## src/rtl/rps_pkg.sv

```systemverilog
package rps_pkg;

    typedef enum logic [2:0] {
        S_IDLE,
        S_GATE,
        S_APPLY,
        S_RELEASE,
        S_UNGATE
    } seq_state_t;

    localparam int REQ_BIT  = 0;
    localparam int DONE_BIT = 4;
    localparam int PER_LSB  = 16;

endpackage

```

## src/rtl/rps_tick_div.sv

```systemverilog
module rps_tick_div #(
    parameter int TICK_DIV = 25
) (
    input  logic clk,
    input  logic rst_n,
    input  logic run,
    output logic tick
);

    generate
        if (TICK_DIV <= 1) begin : g_pass
            assign tick = run;
        end else begin : g_count
            localparam int DIV_W = $clog2(TICK_DIV);
            localparam logic [DIV_W-1:0] DIV_LAST = DIV_W'(TICK_DIV - 1);

            logic [DIV_W-1:0] div_q;

            always_ff @(posedge clk or negedge rst_n) begin
                if (!rst_n) begin
                    div_q <= '0;
                end else if (!run || div_q == DIV_LAST) begin
                    div_q <= '0;
                end else begin
                    div_q <= div_q + 1'b1;
                end
            end

            assign tick = run && (div_q == DIV_LAST);
        end
    endgenerate

endmodule

```

## src/rtl/rps_fsm.sv

```systemverilog
module rps_fsm
    import rps_pkg::*;
#(
    parameter int PER_W = 8
) (
    input  logic             clk,
    input  logic             rst_n,
    input  logic             start,
    input  logic [PER_W-1:0] period,
    input  logic             tick,
    output logic             run,
    output logic             busy,
    output logic             fin,
    output logic             clk_en,
    output logic             per_rst
);

    localparam logic [PER_W-1:0] ONE = PER_W'(1);

    seq_state_t       state_q, state_d;
    logic [PER_W-1:0] rem_q, rem_d;
    logic [PER_W-1:0] eff_n;

    assign eff_n = (period == '0) ? ONE : period;

    always_comb begin
        state_d = state_q;
        rem_d   = rem_q;
        unique case (state_q)
            S_IDLE: begin
                if (start) state_d = S_GATE;
            end
            S_GATE: begin
                state_d = S_APPLY;
                rem_d   = eff_n;
            end
            S_APPLY: begin
                if (tick) begin
                    if (rem_q == ONE) begin
                        state_d = S_RELEASE;
                        rem_d   = eff_n;
                    end else begin
                        rem_d = rem_q - 1'b1;
                    end
                end
            end
            S_RELEASE: begin
                if (tick) begin
                    if (rem_q == ONE) state_d = S_UNGATE;
                    else              rem_d   = rem_q - 1'b1;
                end
            end
            S_UNGATE: begin
                state_d = S_IDLE;
            end
            default: state_d = S_IDLE;
        endcase
    end

    always_ff @(posedge clk or negedge rst_n) begin
        if (!rst_n) begin
            state_q <= S_IDLE;
            rem_q   <= '0;
        end else begin
            state_q <= state_d;
            rem_q   <= rem_d;
        end
    end

    always_ff @(posedge clk or negedge rst_n) begin
        if (!rst_n) begin
            clk_en  <= 1'b1;
            per_rst <= 1'b0;
        end else begin
            clk_en  <= (state_d == S_IDLE) || (state_d == S_UNGATE);
            per_rst <= (state_d == S_APPLY);
        end
    end

    assign run  = (state_q == S_APPLY) || (state_q == S_RELEASE);
    assign busy = (state_q != S_IDLE);
    assign fin  = (state_q == S_UNGATE);

    AST_RST_CLK_EXCL: assert property (@(posedge clk) disable iff (!rst_n)
        per_rst |-> !clk_en);
    AST_GATE_LEADS_RST: assert property (@(posedge clk) disable iff (!rst_n)
        $rose(per_rst) |-> $past(!clk_en));
    AST_CLK_OFF_ON_RELEASE: assert property (@(posedge clk) disable iff (!rst_n)
        $fell(per_rst) |-> !clk_en);
    AST_BUSY_UNTIL_UNGATE: assert property (@(posedge clk) disable iff (!rst_n)
        (busy && !fin) |=> busy);

endmodule

```

## src/rtl/rst_pulse_seq.sv

```systemverilog
module rst_pulse_seq
    import rps_pkg::*;
#(
    parameter int TICK_DIV = 25,
    parameter int PER_W    = 8
) (
    input  logic        clk,
    input  logic        rst_n,
    input  logic        wr_en,
    input  logic [31:0] wr_data,
    output logic [31:0] rd_data,
    output logic        clk_en,
    output logic        per_rst
);

    localparam int PER_MSB = PER_LSB + PER_W - 1;

    logic             run, tick, busy, fin, start;
    logic [PER_W-1:0] period_q;
    logic             done_q;
    logic             clr_done;

    assign start    = wr_en && wr_data[REQ_BIT] && !busy;
    assign clr_done = wr_en && wr_data[DONE_BIT];

    always_ff @(posedge clk or negedge rst_n) begin
        if (!rst_n) begin
            period_q <= '0;
        end else if (wr_en && !busy) begin
            period_q <= wr_data[PER_MSB:PER_LSB];
        end
    end

    always_ff @(posedge clk or negedge rst_n) begin
        if (!rst_n) begin
            done_q <= 1'b0;
        end else if (fin) begin
            done_q <= 1'b1;
        end else if (clr_done) begin
            done_q <= 1'b0;
        end
    end

    always_comb begin
        rd_data                  = '0;
        rd_data[REQ_BIT]         = busy;
        rd_data[DONE_BIT]        = done_q;
        rd_data[PER_MSB:PER_LSB] = period_q;
    end

    rps_tick_div #(.TICK_DIV(TICK_DIV)) u_div (
        .clk   (clk),
        .rst_n (rst_n),
        .run   (run),
        .tick  (tick)
    );

    rps_fsm #(.PER_W(PER_W)) u_fsm (
        .clk     (clk),
        .rst_n   (rst_n),
        .start   (start),
        .period  (period_q),
        .tick    (tick),
        .run     (run),
        .busy    (busy),
        .fin     (fin),
        .clk_en  (clk_en),
        .per_rst (per_rst)
    );

    AST_PERIOD_FROZEN: assert property (@(posedge clk) disable iff (!rst_n)
        busy |=> $stable(period_q));
    AST_DONE_STICKY: assert property (@(posedge clk) disable iff (!rst_n)
        (done_q && !clr_done) |=> done_q);
    AST_DONE_SET_WINS: assert property (@(posedge clk) disable iff (!rst_n)
        fin |=> done_q);

endmodule

```

## config.mk

```make
export PLATFORM = sky130hd
export DESIGN_NAME = rst_pulse_seq
export DESIGN_NICKNAME = d
export VERILOG_FILES = /design/src/rtl/rps_pkg.sv /design/src/rtl/rps_tick_div.sv /design/src/rtl/rps_fsm.sv /design/src/rtl/rst_pulse_seq.sv
export SDC_FILE = /design/constraint.sdc
export NUM_CORES = 1
export LEC_CHECK = 0
export BUFFER_PORTS_ARGS = -buffer_cell sky130_fd_sc_hd__buf_4
export CAP_MARGIN = 20
export CORE_UTILIZATION = 44
export DETAILED_ROUTE_END_ITERATION = 12
export GPL_TIMING_DRIVEN = 0
export HOLD_SLACK_MARGIN = 0.02
export PLACE_DENSITY = 0.72
export SLEW_MARGIN = 20
export SYNTH_ARGS = -nofsm -noshare
export SYNTH_HDL_FRONTEND = slang
export SYNTH_HIERARCHICAL = 1
export SYNTH_SLANG_ARGS = --single-unit
```

## constraint.sdc

```tcl
create_clock -name clk -period 1.9 [get_ports clk]
set_clock_uncertainty 0.05 [all_clocks]
set_input_delay 0.38 -clock clk [delete_from_list [all_inputs] [get_ports clk]]
set_output_delay 0.38 -clock clk [all_outputs]
set_load 0.01 [all_outputs]
```

=== Yosys cells after proc, flatten, opt, wreduce, memory -nomap -nowiden ===
Cells that the tools add are included.
Widths: inputs -> output; s select.

* Bits of input ports: 35
* Register bits: 27
* Output and inout port bits: 34

* Multiplexer cells: 15
* $add $sub $neg: 2
* Reductions and logical operators: 17
* Equal/unequal tests: 11

{| class="wikitable"
|+ Operators by type and width
! operator !! count
|-
| $mux 8 || 5
|-
| $pmux 8 s3 || 1
|-
| $mux 3 || 5
|-
| $pmux 3 s4 || 1
|-
| $eq 3x2->1 const B || 3
|-
| $eq 8x1->1 const B || 1
|-
| $logic_not 8->1 || 1
|-
| $sub 8x1->8 const B || 1
|-
| $eq 3x3->1 const B || 2
|-
| $logic_not 3->1 || 2
|-
| $ne 2x2->1 const B || 3
|-
| $reduce_bool 3->1 || 2
|-
| $add 5x1->5 const B || 1
|-
| $eq 5x5->1 const B || 1
|-
| $logic_and 1x1->1 || 5
|-
| $mux 5 || 1
|-
| $reduce_and 4->1 || 1
|-
| $eq 3x1->1 const B || 1
|-
| $logic_or 1x1->1 || 3
|-
| $logic_not 1->1 || 2
|-
| $mux 1 || 2
|-
| $reduce_bool 2->1 || 1
|}

=== Logic depth before layout (Yosys ltp) ===
* Word-level depth: 7
* Gate-level depth with buffers: 9
* Depth with buffers taken out: 8

=== By module ===
The synthesis kept the hierarchy.

{| class="wikitable"
|+ Modules (own cells, without submodules)
! module !! sequential area each (sq um) !! instances !! cells an instance !! area each (sq um)
|-
| rps_fsm || 326.6 || 1 || 92 || 902.1
|-
| rst_pulse_seq || 225.2 || 1 || 47 || 573.0
|-
| rps_tick_div || 125.1 || 1 || 23 || 285.3
|}

=== Worst setup path after synthesis ===
Ideal clock, no wire load.

* Path kind: reg2reg
* Start point: register u_div.g_count.div_q[0]
* End point: register u_fsm.rem_q[0]
* Stages on the path, launching flop included: 10
* Arrival: 1,922 ps
* Library setup time: 104 ps
* Slack: -175 ps
* Period minus slack after synthesis: 2,075 ps
* Path through: dfrtp_1 -> inv_1 -> ha_1 -> and4b_4 -> and2_2 -> mux2i_1 -> a41o_1 -> buf_2 -> or2_1 -> o311ai_1

* Cells in the longest elaborated chain, start to end: 4
* Elaborated cells on any way between the ends: 5

{| class="wikitable"
|+ RTL lines
! item !! line !! RTL
|-
| from (decl) || rps_tick_div.sv:17 || <nowiki>logic [DIV_W-1:0] div_q;</nowiki>
|-
| from (signal assigned) || rps_tick_div.sv:25 || <nowiki>div_q <= div_q + 1'b1;</nowiki>
|-
| $eq 5x5->1 * || rps_tick_div.sv:29 || <nowiki>assign tick = run && (div_q == DIV_LAST);</nowiki>
|-
| $logic_and 1x1->1 * || rps_tick_div.sv:29 ||
|-
| via tick || rst_pulse_seq.sv:18 || <nowiki>logic run, tick, busy, fin, start;</nowiki>
|-
| $ne 2x2->1 (no source line) || - ||
|-
| $reduce_and 4->1 (no source line) * || - ||
|-
| to (signal assigned) || rps_fsm.sv:66 || <nowiki>rem_q <= rem_d;</nowiki>
|-
| to (decl) || rps_fsm.sv:21 || <nowiki>logic [PER_W-1:0] rem_q, rem_d;</nowiki>
|}

Mark *: on every way through the listed nets, which the timed path passes. The rest lies on a longest branch.
A chain may end at the register's enable or synchronous reset.

=== Final worst setup path ===
* Start point: register u_div.g_count.div_q[0]
* End point: register u_fsm.rem_q[1]

Same word-level chain as after synthesis.

==> results.sh <==
export IMPL_power_density_nw_per_um2=994.9
export IMPL_slew_headroom=0.6346
export IMPL_setup_viol=9
export IMPL_synth_top_family_by_area="simple AND/OR/NAND/NOR gates"
export IMPL_synth_seq_cells=27
export IMPL_path_class="reg -> reg"
export IMPL_dr_total_vias=1346
export IMPL_yosys_warnings=6
export IMPL_routed_wl_um=3434
export IMPL_synth_top_area_frac=0.3696
export IMPL_netlist_instances=162
export IMPL_n_antenna_cell=0
export IMPL_h_tree_depth=1
export IMPL_cp_required_ns=2.04
export IMPL_nets=264
export IMPL_pin_count=69
export IMPL_worst_pin_slew_ns=0.5436
export IMPL_grtUsageTotal=0.1755
export IMPL_die_w_um=65.26
export IMPL_antenna_left=0
export IMPL_clk_path_buf_depth=2
export IMPL_ir_drop_mv=0.6452
export IMPL_clk_pin_slew_ns=0.09
export IMPL_cts_sinks=27
export IMPL_slew_violations=0
export IMPL_area_growth_pct=33.90
export IMPL_stdcell_area_um2=2357
export IMPL_initial_core_util=0.4703
export IMPL_synth_edff_count=0
export IMPL_timing_fmax_mhz=488.8
export IMPL_leakagePower_uw=0.001166
export IMPL_rsz0062_at_grt="yes"
export IMPL_final_util=0.6297
export IMPL_fin_crit_ns=2.046
export IMPL_setup_ws_ns=-0.1457
export IMPL_final_hold_viol_count=0
export IMPL_gp_congestion=0.7194
export IMPL_synthAdderAreaFrac=0.02843
export IMPL_cts_made_buffers=3
export IMPL_yosysTopAreaCell="dfrtp_1"
export IMPL_placed_area_um2=2087
export IMPL_grt_first_pass_wirelength_um=5775
export IMPL_drtIter0Drc=50
export IMPL_maxCapViolCount=0
export IMPL_postSynth_asyncResetShare=1.000
export IMPL_dpl_worst_slack_ns=-0.3553
export IMPL_antenna_found_initial=0
export IMPL_clock_latency_ns=0.27
export IMPL_final_common_cell="buf_4"
export IMPL_min_period_over_period=1.077
export IMPL_final_cell_mix="buf_4, dfrtp_1, conb_1"
export IMPL_grt_pass1_vias=1282
export IMPL_core_um2=3744
export IMPL_synth_seq_area_share=0.3845
export IMPL_dp_hpwl_um=2371
export IMPL_hp_class="in -> reg"
export IMPL_die_h_um=65.26
export IMPL_vias_per_cell=4.949
export IMPL_syn_avg_cell_area_um2=10.87
export IMPL_cts_tree="built"
export IMPL_syn_area_um2=1760
export IMPL_fin_total_pwr_uw=2345
export IMPL_ys_types=49
export IMPL_portBuffers=24
export IMPL_grt_max_degree=28
export IMPL_violations="negative setup slack"
export IMPL_drc=0
export IMPL_synthTopCellsByArea="dfrtp_1, buf_4, mux2_4"
export IMPL_wl_per_cell_um=12.63
export IMPL_synth_xor_xnor_area_share=0.009950
export IMPL_cp_max_fo=5
export IMPL_yosys_area_share_simple=0.1962
export IMPL_synth_compound_area_frac=0.1237
export IMPL_die_area_um2=4258
export IMPL_crit_arrival_ns=2.19
export IMPL_synthMuxAreaShare=0.1023
export IMPL_rows=22
export IMPL_drive_above_1_share=0.4777
export IMPL_cp_start_kind="flop"
export IMPL_cts_root_buf="clkbuf_8"
export IMPL_overflow=0
export IMPL_status="finished, violations left"
export IMPL_dr_pass1_iters=4
export IMPL_synth_ff_type="dfrtp_1"
export IMPL_holdWs_ns=0.2764
export IMPL_end_kind="flop"
export IMPL_nFillCells=326
## layout make-up
cell class                      instances  area, µm²  area share
Multi-Input combinational cell        117      972.2      0.4124
Sequential cell                        27      676.9      0.2872
Timing Repair Buffer                   37      294.0      0.1247
Buffer                                 31      277.8      0.1178
Tap cell                               48      60.06     0.02548
Clock buffer                            3      41.29     0.01752
Inverter                                8      30.03     0.01274
Clock inverter                          1      5.005    0.002123
## final timing paths
check                      slack (ns)  cells past startpoint        endpoint                   start
max                             -0.15                      9  u_fsm/rem_q[1]  u_div/g_count.div_q[0]
min                              0.28                      2     period_q[3]             wr_data[19]
max reg2reg                     -0.15                      9  u_fsm/rem_q[1]  u_div/g_count.div_q[0]
min reg2reg                      0.44                      1          done_q                  done_q
max in group asynchronous        1.01                      2    u_fsm/clk_en                   rst_n
min in group asynchronous        0.49                      2  u_fsm/rem_q[4]                   rst_n
## cells by family (layout without fill, tap and decap cells)
kind of cell               count (synthesis)  count (layout)
muxes                                     14              14
xor gates and xnor gates                   2               2
and+or+nand+nor                           47              47
buffers and inverters                     39              80
other                                      1              22
AOI/OAI and AO/OA                         28              28
adders and majority gates                  4               4
DFF                                       27              27
## sequential cells by signal, indices dropped and copies added (netlist names)
register             count
done_q                   1
period_q                 8
u_div/g_count.div_q      5
u_fsm/clk_en             1
u_fsm/per_rst            1
u_fsm/rem_q              8
u_fsm/state_q            3
## cells in the mapped netlist (4+ instances only)
| library cell | instances |
|---|---|
| inv_1 | 8 |
| nor2_1 | 5 |
| a21oi_1 | 5 |
| a2bb2oi_1 | 5 |
| buf_4 | 25 |
| o21ai_0 | 5 |
| mux2i_1 | 6 |
| mux2_4 | 8 |
| dfrtp_1 | 26 |
| nand2_1 | 5 |
| ha_1 | 4 |
| nand3_1 | 4 |
| a211oi_1 | 6 |
| nor3_1 | 4 |
## critical path, cell delays in order (launching register included)
cell     delay [ns]
dfrtp_1        0.38
inv_1          0.06
ha_1           0.14
and4b_4        0.25
and2_4         0.15
mux2i_1        0.06
a41o_1         0.25
buf_6          0.14
or2_4          0.25
o31ai_4        0.23
## per-stage QoR
| step | cells | TNS, ns |
|---|---|---|
| after floorplan | 183 | -0.1841 |
| after detailed placement | 255 | -3.279 |
| final | 272 | -0.6017 |
| after CTS | 269 | -0.7825 |
| after global placement | 255 | -3.218 |
| after global routing | 272 | -1.543 |
## where the power goes
| group | internal [µW] | switching [µW] | leakage, µW |
|---|---|---|---|
| combinational | 548 | 475 | 0.000817 |
| clock | 147 | 181 | 0.0000255 |
| sequential | 771 | 223 | 0.000324 |
| total | 1470 | 879 | 0.00117 |
## layer usage
metal	wire (µm)	GRT usage	vias to the layer above
li1	-	-	662
met1	1501	0.2178	633
met2	1743	0.3119	47
met3	140	0.01215	4
met4	49	0.07337	0
met5	0	0	-
## repair_timing
action | 4_1_cts | 5_1_grt
gates cloned | 1 | 1
endpoints found under the setup margin | 19 | 11
hold buffers | 1 | 0
endpoints found under the hold margin | 26 | 0
gates resized for setup | 13 | 13
buffers inserted | 8 | 2
pin swaps | 1 | 1
Note: power is estimated with default switching activity, not from simulation.
